### src/rtl/irq_distributor.sv
module irq_distributor #(
  parameter int NCORES  = 4,
  parameter int NLINES  = 16,
  parameter int AW      = 10,
  parameter int DW      = 32,
  parameter logic [9:0]  VERSION = 10'h2A5,
  parameter logic [17:0] CFG_ID  = 18'h1C0DE
) (
  input  logic                     clk,
  input  logic                     rst_n,
  input  logic                     wr_en,
  input  logic [AW-1:0]            addr,
  input  logic [DW-1:0]            wdata,
  output logic [DW-1:0]            rdata,
  input  logic [NLINES-1:0]        ext_irq,
  output logic [NCORES*NLINES-1:0] core_ext_irq,
  output logic [NCORES-1:0]        core_ipi,
  output logic [NCORES-1:0]        run_stall,
  output logic                     coherency_en
);
  localparam int NCAUSE = 16;
  localparam logic [AW-1:0] A_CAUSE  = AW'(12'h100);
  localparam logic [AW-1:0] A_RAISE  = AW'(12'h140);
  localparam logic [AW-1:0] A_ENCLR  = AW'(12'h180);
  localparam logic [AW-1:0] A_ENSET  = AW'(12'h184);
  localparam logic [AW-1:0] A_ASCLR  = AW'(12'h188);
  localparam logic [AW-1:0] A_ASSET  = AW'(12'h18C);
  localparam logic [AW-1:0] A_PART   = AW'(12'h190);
  localparam logic [AW-1:0] A_CFG    = AW'(12'h1A0);
  localparam logic [AW-1:0] A_STALL  = AW'(12'h200);
  localparam logic [AW-1:0] A_COH    = AW'(12'h220);
  localparam logic [NCORES-1:0] STALL_RST = ~NCORES'(1);
  localparam logic [DW-1:0] CFG_WORD = {VERSION, 4'(NCORES - 1), CFG_ID};

  logic [NCORES-1:0] route_q [NLINES];
  logic [NCAUSE-1:0] cause_q [NCORES];
  logic [NLINES-1:0] en_q, asrt_q, line_live;
  logic [7:0]        part_q;
  logic [NCORES-1:0] stall_q;
  logic              coh_q;

  logic hit_route, hit_cause, hit_raise, hit_fixed, any_hit;
  logic [AW-1:0] cause_idx, raise_idx;
  logic unused_wdata;

  assign unused_wdata = ^wdata;
  assign cause_idx = addr - A_CAUSE;
  assign raise_idx = addr - A_RAISE;
  assign hit_route = addr < AW'(NLINES);
  assign hit_cause = addr >= A_CAUSE && cause_idx < AW'(NCORES);
  assign hit_raise = addr >= A_RAISE && raise_idx < AW'(NCAUSE);
  assign hit_fixed = addr inside {A_ENCLR, A_ENSET, A_ASCLR, A_ASSET, A_PART, A_CFG, A_STALL, A_COH};
  assign any_hit   = hit_route | hit_cause | hit_raise | hit_fixed;

  always_ff @(posedge clk or negedge rst_n) begin
    if (!rst_n) begin
      for (int n = 0; n < NLINES; n++) route_q[n] <= '0;
    end else if (wr_en && hit_route) begin
      for (int n = 0; n < NLINES; n++)
        if (addr == AW'(n)) route_q[n] <= wdata[NCORES-1:0];
    end
  end

  always_ff @(posedge clk or negedge rst_n) begin
    if (!rst_n) begin
      for (int p = 0; p < NCORES; p++) cause_q[p] <= '0;
    end else if (wr_en) begin
      for (int p = 0; p < NCORES; p++)
        for (int c = 0; c < NCAUSE; c++) begin
          if (hit_cause && cause_idx == AW'(p) && wdata[c]) cause_q[p][c] <= 1'b0;
          if (hit_raise && raise_idx == AW'(c) && wdata[p]) cause_q[p][c] <= 1'b1;
        end
    end
  end

  always_ff @(posedge clk or negedge rst_n) begin
    if (!rst_n) begin
      en_q    <= '0;
      asrt_q  <= '0;
      part_q  <= '0;
      stall_q <= STALL_RST;
      coh_q   <= 1'b0;
    end else if (wr_en) begin
      case (addr)
        A_ENCLR: en_q    <= en_q & ~wdata[NLINES-1:0];
        A_ENSET: en_q    <= en_q | wdata[NLINES-1:0];
        A_ASCLR: asrt_q  <= asrt_q & ~wdata[NLINES-1:0];
        A_ASSET: asrt_q  <= asrt_q | wdata[NLINES-1:0];
        A_PART:  part_q  <= wdata[7:0];
        A_STALL: stall_q <= wdata[NCORES-1:0];
        A_COH:   coh_q   <= wdata[0];
        default: ;
      endcase
    end
  end

  always_comb begin
    rdata = '0;
    if (hit_route) begin
      for (int n = 0; n < NLINES; n++)
        if (addr == AW'(n)) rdata[NCORES-1:0] = route_q[n];
    end else if (hit_cause) begin
      for (int p = 0; p < NCORES; p++)
        if (cause_idx == AW'(p)) rdata[NCAUSE-1:0] = cause_q[p];
    end else begin
      case (addr)
        A_ENCLR, A_ENSET: rdata[NLINES-1:0] = en_q;
        A_ASCLR:          rdata[NLINES-1:0] = asrt_q;
        A_PART:           rdata[7:0]        = part_q;
        A_CFG:            rdata             = CFG_WORD;
        A_STALL:          rdata[NCORES-1:0] = stall_q;
        A_COH:            rdata[0]          = coh_q;
        default:          rdata             = '0;
      endcase
    end
  end

  assign line_live    = (ext_irq | asrt_q) & en_q;
  assign run_stall    = stall_q;
  assign coherency_en = coh_q;

  for (genvar p = 0; p < NCORES; p++) begin : g_core
    assign core_ipi[p] = |cause_q[p];
    for (genvar n = 0; n < NLINES; n++) begin : g_line
      assign core_ext_irq[p*NLINES+n] = line_live[n] & route_q[n][p];
    end
  end

  p_enclr_r3: assert property (@(posedge clk) disable iff (!rst_n)
    (wr_en && addr == A_ENCLR) |=> (en_q & $past(wdata[NLINES-1:0])) == '0);

  p_enset_r4: assert property (@(posedge clk) disable iff (!rst_n)
    (wr_en && addr == A_ENSET) |=> (en_q & $past(wdata[NLINES-1:0])) == $past(wdata[NLINES-1:0]));

  p_raise_r6: assert property (@(posedge clk) disable iff (!rst_n)
    (wr_en && hit_raise && wdata[0]) |=> core_ipi[0]);

  p_w1c_r7: assert property (@(posedge clk) disable iff (!rst_n)
    (wr_en && hit_cause && cause_idx == '0) |=> (cause_q[0] & $past(wdata[NCAUSE-1:0])) == '0);

  p_unmapped_r11: assert property (@(posedge clk) disable iff (!rst_n)
    (wr_en && !any_hit) |=> ($stable(en_q) && $stable(asrt_q) && $stable(part_q)
                             && $stable(stall_q) && $stable(coh_q) && $stable(core_ipi)));

  p_unmapped_rd_r11: assert property (@(posedge clk) disable iff (!rst_n)
    !any_hit |-> rdata == '0);
endmodule

### config.mk
export PLATFORM = sky130hd
export DESIGN_NAME = irq_distributor
export DESIGN_NICKNAME = d
export VERILOG_FILES = /design/src/rtl/irq_distributor.sv
export SDC_FILE = /design/constraint.sdc
export NUM_CORES = 1
export LEC_CHECK = 0
export BUFFER_PORTS_ARGS = -buffer_cell sky130_fd_sc_hd__buf_2
export CAP_MARGIN = 20
export CORE_MARGIN = 5
export CORE_UTILIZATION = 50
export DETAILED_ROUTE_END_ITERATION = 16
export PLACE_DENSITY = 0.73
export SLEW_MARGIN = 20
export SYNTH_ARGS = -nofsm -noshare
export SYNTH_HDL_FRONTEND = slang
export SYNTH_SLANG_ARGS = --single-unit
export TNS_END_PERCENT = 100
### constraint.sdc
create_clock -name clk -period 2.5 [get_ports clk]
set_input_delay 0.375 -clock clk [delete_from_list [all_inputs] [get_ports clk]]
set_output_delay 0.375 -clock clk [all_outputs]
set_load 0.03 [all_outputs]
==> results.toml, run 1 <==
[outcome]
outcome = "complete, but fails checks"
violations = "negative setup slack"

[grt]
grt_max_degree = 60
antenna_found_initial = 0
grt_pass1_vias = 8355
grt-ovfl-total = 0
grt.total_usage = 0.297
grt_pass1_wl_um = 49300

[yosys]
synth-compound-area-share = 0.183
avgSynthCellArea_sq_um = 10.2
syn_inst = 913
yosysUniqueCellTypes = 63
synthSimpleGateAreaFrac = 0.171
netlist.area_leader.share = 0.458
synth_top_family_by_area = "compound AO/OA/AOI/OAI gates"
async_flop_share = 1.00
synth.area.top_cells = "dfrtp_1 46%, mux2_2 9.3%, o21ai_0 5.3%"
synth_top_area_cell = "dfrtp_1"
synthAdderAreaFrac = 0
synth_seq_area_share = 0.467
synth_area_sq_um = 9280
yosysWarnings = 0
yosys_register_bits = 173
synth_mux_area_frac = 0.135
synth_flop_cell = "dfrtp_1"
synth-edff-count = 0
synth-xor-area-share = 0

[setup_path]
cp-end-kind = "output port"
cp_data_required_time_ns = 2.12
crit_family = "compound AO/OA/AOI/OAI gates"
arrival_ns = 2.21
cp_slowest_cell = "dfrtp_1"
crit_path_start_kind = "register"
critPathMaxFanout = 3
path_cells = "mux2i_1 > a211o_1 > a221oi_2 > a211oi_2 > o211ai_1 > buf_4"
path_class = "register to output port"
path_buf_inv = 1
max_stage_delay_ns = 0.37

[cells_and_area]
nets = 1168
area_growth_pct = 25.7
post-route-cell-area_sq_um = 11700
utilization = 0.643
drive_gt1_frac = 0.367
diodes = 0

[pwr]
pwr-share-comb = 0.100
vdd_drop_max_v = 0.000493
power_uw = 6220
cellPowerDensity_nw_per_um2 = 533
switchingPower_uw = 1650
p_seq_frac = 0.463
p_clk_frac = 0.437
leakage_uw = 0.00552
intPower_uw = 4580
p_sw_frac = 0.265

[clock_tree]
numCtsBuffers = 17
clk_latency_ns = 0.44
clockRootBuffer = "clkbuf_16"
cts_tree = "yes"
cts.clk_slew.worst_paths_ns = 0.07
cts_buffer_depth = 2
cts.sinks = 173
htreeDepth = 4

[timing]
finalClockSkew_ns = 0
tns_ns = -0.0866
slew_viol_final = 0
fin_ws_ns = -0.0866
min_period_over_period = 1.03
fin_crit_ns = 2.59
slew-limit-headroom = 0.564
fmax_ghz = 0.387
rsz0062_at_grt = "true"
setup_violations = 1
timing.final.hold_violations = 0
worstMarginPinSlew_ns = 0.653

[placement]
dpl-instance-area_sq_um = 10800
dp_hpwl_um = 23800
place.port_buffers = 141
gp_congestion = 0.990

[routing]
via_per_inst = 6.40
num_vias = 8635
routedWlPerCell_um = 23.9
drtAntennaViolNets = 0
wl_um = 32200
firstDrtPassIters = 6
drt_iter0_drc = 913
drc = 0

[floorplan]
die_w_um = 146
die_h_um = 146
core_area_sq_um = 18100
rows = 49
pin_count = 166
dieArea_sq_um = 21400
initial_utilization = 0.512

[min_path]
hp-class = "primary input to register"

[flow_run]
max_cap_violations = 0
## power groups by stage
stage / combinational (uW) / clock, uW / sequential (uW)
after CTS: 602 / 2710 / 2880
after detailed placement: 590 / 0 / 2930
after global routing: 664 / 2830 / 2880
final: 623 / 2720 / 2880
after floorplan: 288 / 0 / 2920
after global placement: 584 / 0 / 2930
## final cells by class
cell class                      instances  area [sq um]
Timing Repair Buffer                  249          1690
Tap cell                              229           287
Multi-Input combinational cell        662          4750
Clock buffer                           18           439
Fill cell                            1492          6480
Inverter                                4          15.0
Sequential cell                       173          4330
Clock inverter                         14           161
## repair_timing
action / in CTS / in global routing
pin swaps: 7 / 12
resized for setup: 24 / 34
hold endpoints to repair: 52 / 0
setup buffers: 1 / 5
cloned: 0 / 0
hold buffers: 1 / 0
setup endpoints to repair: 11 / 11
## cell usage after synthesis (3+ instances only)
cell type    n
a2111oi_0    3
a211oi_1     7
a21oi_1     19
a221oi_1     7
a22o_1       6
a22oi_1      8
a32oi_1      5
and2_1      68
and3_1      10
and3b_1      5
buf_2       12
buf_4       15
clkbuf_1    50
dfrtp_1    170
dfstp_2      3
inv_1        3
mux2_2      77
mux2i_1      7
mux4_2      14
nand2_1     94
nand3_1     32
nand4_1     11
nor2_1      20
nor2b_1     14
nor3_1       7
nor4_1      19
o21a_1      17
o21ai_0     98
o21ai_1     20
o21bai_1     3
o2bb2ai_1   48
## cells in the final DEF (no fill, tap or decap), types with 8 or more instances in the layout
master and instances:
o21ai_0 92, nand3_1 32, and2_1 68, conb_1 8, buf_6 10, a21oi_1 16, dfrtp_1 170, o2bb2ai_1 48
clkbuf_16 17, buf_4 100, o21a_1 17, buf_12 8, buf_2 129, nor4_1 19, nor2_1 20, mux4_2 14
mux2_2 77, o21ai_1 25, nand4_1 11, nand2_1 94, nor2b_1 12
## through the flow
stage,worst slack (ns),cells,hold slack (ns)
after global routing,-0.0661,1349,0.262
final,-0.0866,1349,0.256
after detailed placement,-0.199,1310,0.401
after CTS,-0.0485,1344,0.255
after floorplan,0.000129,920,0.0794
after global placement,-0.268,1310,0.395
## routing by layer
metal	vias up	wire length [um]	share of wire	track usage
li1	3742	-	-	-
met1	4255	13300	0.41	0.416
met3	81	3340	0.10	0.0700
met5	-	0	0	0
met4	0	1020	0.032	0.109
met2	557	14600	0.45	0.453
## cell families after synthesis
kind of cell           Yosys count
and+or+nand+nor                297
AOI/OAI and AO/OA              259
other                            1
DFF                            173
muxes                           98
buffers and inverters           85
## worst min-delay path, cell delays in order
cell and delay, ns:
buf_2 0.13, nand2_1 0.06, o2bb2ai_1 0.10
## final timing paths
check / startpoint / to / slack [ns] / cells past startpoint
setup / recovery: route_q[60] / rdata[0] / -0.09 / 6
min in group asynchronous: rst_n / cause_q[34] / 0.50 / 2
max in group asynchronous: rst_n / run_stall[1] / 1.25 / 3
hold reg to reg: part_q[3] / part_q[3] / 0.51 / 1
setup reg to reg: route_q[48] / route_q[48] / 1.48 / 3
hold / removal: wdata[15] / cause_q[31] / 0.26 / 3
(Power assumes the default switching activity.)
==> run 2: changes to the inputs <==
--- a/config.mk
+++ b/config.mk
@@ -5,12 +5,12 @@
 export SDC_FILE = /design/constraint.sdc
 export NUM_CORES = 1
 export LEC_CHECK = 0
-export BUFFER_PORTS_ARGS = -buffer_cell sky130_fd_sc_hd__buf_2
 export CAP_MARGIN = 20
 export CORE_MARGIN = 5
 export CORE_UTILIZATION = 50
 export DETAILED_ROUTE_END_ITERATION = 16
-export PLACE_DENSITY = 0.73
+export DONT_BUFFER_PORTS = 1
+export PLACE_DENSITY = 0.68
 export SLEW_MARGIN = 20
 export SYNTH_ARGS = -nofsm -noshare
 export SYNTH_HDL_FRONTEND = slang
==> constraint.sdc (replaced) <==
create_clock -name clk -period 2.3 [get_ports clk]
set_input_delay 0.345 -clock clk [delete_from_list [all_inputs] [get_ports clk]]
set_output_delay 0.345 -clock clk [all_outputs]
set_load 0.03 [all_outputs]
==> run 2 against run 1 <==
  * Clock-buffer cell count grew 4
  * Clock power rose by 4%
  * First-iteration DRC count rose by 4.6%
  * Via count shrank 7.9%
  * Combinational power is 38% lower
  * Final cell count down 12%
  * Utilization fell by 3.8 points
  * Sequential power rose by 8.7%
  * Hold slack worse by 0.65 ns
  * Power is 1.9% higher
  * Global-route usage is 0.76 points lower
  * The run ends with negative hold slack, negative setup slack left
  * Sequential cell count stayed put
==> results.toml, run 2 (same netlist as run 1, synthesis figures left out) <==
[placement]
dp_hpwl_um = 22200
gp_congestion = 0.952
place_ws_ns = -0.0356
dpl-instance-area_sq_um = 10000
place.port_buffers = 0

[timing]
fin_crit_ns = 2.58
fin_ws_ns = -0.277
finalClockSkew_ns = 0
slew_viol_final = 0
fin_hold_ws_ns = -0.391
worstMarginPinSlew_ns = 0.749
min_period_over_period = 1.12
setup_violations = 5
slew-limit-headroom = 0.500
timing.final.hold_violations = 173
fmax_ghz = 0.388
rsz0062_at_grt = "true"

[clock_tree]
cts_tree = "yes"
cts.clk_slew.worst_paths_ns = 0.06
cts.sinks = 173
clk_latency_ns = 0.43
htreeDepth = 4
numCtsBuffers = 17
clockRootBuffer = "clkbuf_16"
cts_buffer_depth = 2

[grt]
antenna_found_initial = 1
grt_pass1_vias = 7785
use_met1 = 0.402
grt.total_usage = 0.289
busiest_layer = "met2"
grt_max_degree = 174
use_met2 = 0.427
met3_usage = 0.0899
grt_pass1_wl_um = 47600
grt-ovfl-total = 0

[floorplan]
initial_utilization = 0.512
die_w_um = 146
rows = 49
core_area_sq_um = 18100
dieArea_sq_um = 21400
pin_count = 166
die_h_um = 146

[routing]
via_per_inst = 6.70
drc = 0
num_vias = 7955
firstDrtPassIters = 5
routedWlPerCell_um = 26.1
drt_iter0_drc = 955
wl_um = 31000
drtAntennaViolNets = 0

[outcome]
outcome = "complete, but fails checks"
violations = "negative hold slack, negative setup slack"

[min_path]
hp-class = "primary input to async pin"

[pwr]
cellPowerDensity_nw_per_um2 = 578
leakage_uw = 0.00479
vdd_drop_max_v = 0.000572
power_uw = 6340

[setup_path]
cp_data_required_time_ns = 1.96
regToRegStartpoint = "coherency_en"
path_class = "register to output port"
reg2reg_depth = 1
reg2reg_to = "coherency_en"
cp-end-kind = "output port"
arrival_ns = 2.23
critPathMaxFanout = 3
crit_path_start_kind = "register"
reg2reg_slack_ns = 1.35

[flow_run]
max_cap_violations = 0

[cells_and_area]
nets = 1008
fillers = 1507
post-route-cell-area_sq_um = 11000
utilization = 0.605
layout_commonest_cell = "dfrtp_1"
area_growth_pct = 18.2
layout_common_cells = "169 x dfrtp_1, 91 x o21ai_0, 90 x nand2_1, 77 x mux2_2, 68 x and2_1"
drive_gt1_frac = 0.280
run 2: changes by cell type in the layout (fill, tap and decap cells not counted), moves of 5 or more:
cell	previous run	this run
a22oi_1	7	2
a22oi_2	1	6
buf_2	129	0
buf_4	100	66
run 2: where the power goes:
| part | internal [uW] | switching, uW |
|---|---|---|
| registers | 3090 | 44.9 |
| clock network | 1630 | 1190 |
| logic | 149 | 235 |
run 2: critical path, stage by stage, from the launching register on:
cell and delay (ns):
dfrtp_1 0.36, mux2i_1 0.08, a211o_1 0.33, a221oi_2 0.27
a211oi_2 0.08, o211ai_1 0.42, clkbuf_16 0.25
run 2: layout make-up:
type,count,area [sq um],area share
sequential,173,4330,0.395
multi-input combinational,662,4900,0.447
clock inverter,7,91.3,0.00832
antenna,1,2.50,0.000228
clock buffer,22,464,0.0423
timing repair buffer,89,873,0.0796
tap,229,287,0.0261
inverter,4,16.3,0.00148
run 2: through the flow:
stage / TNS, ns / cells
2_1_floorplan: -0.103 / 920
3_3_place_gp: -0.0655 / 1143
3_5_place_dp: -0.0909 / 1143
4_1_cts: -0.499 / 1179
5_1_grt: -1.02 / 1187
6_report: -0.367 / 1187
run 2: worst max-delay path by stage:
stage,slack [ns],cells past startpoint,start,to
4_1_cts,-0.26,5,cause_q[0],rdata[0]
6_report,-0.28,6,route_q[60],rdata[0]
3_5_place_dp,-0.04,8,addr[6],rdata[6]
5_1_grt,-0.32,6,route_q[52],rdata[0]
2_1_floorplan,-0.05,5,addr[6],rdata[4]
3_3_place_gp,-0.03,8,addr[6],rdata[6]
run 2: timing repair:
item	in CTS	in global routing
gates cloned	0	1
hold endpoints to repair	173	173
pin swaps	6	22
setup endpoints to repair	6	17
gates resized for setup	17	49
buffers inserted	7	6
run 2: metal layers:
| metal | routed length [um] | vias to the layer above | part of all wire |
|---|---|---|---|
| met2 | 13900 | 508 | 0.45 |
| met5 | 0 | - | 0 |
| met3 | 3530 | 71 | 0.11 |
| met1 | 12600 | 3964 | 0.41 |
| li1 | - | 3412 | - |
| met4 | 962 | 0 | 0.031 |
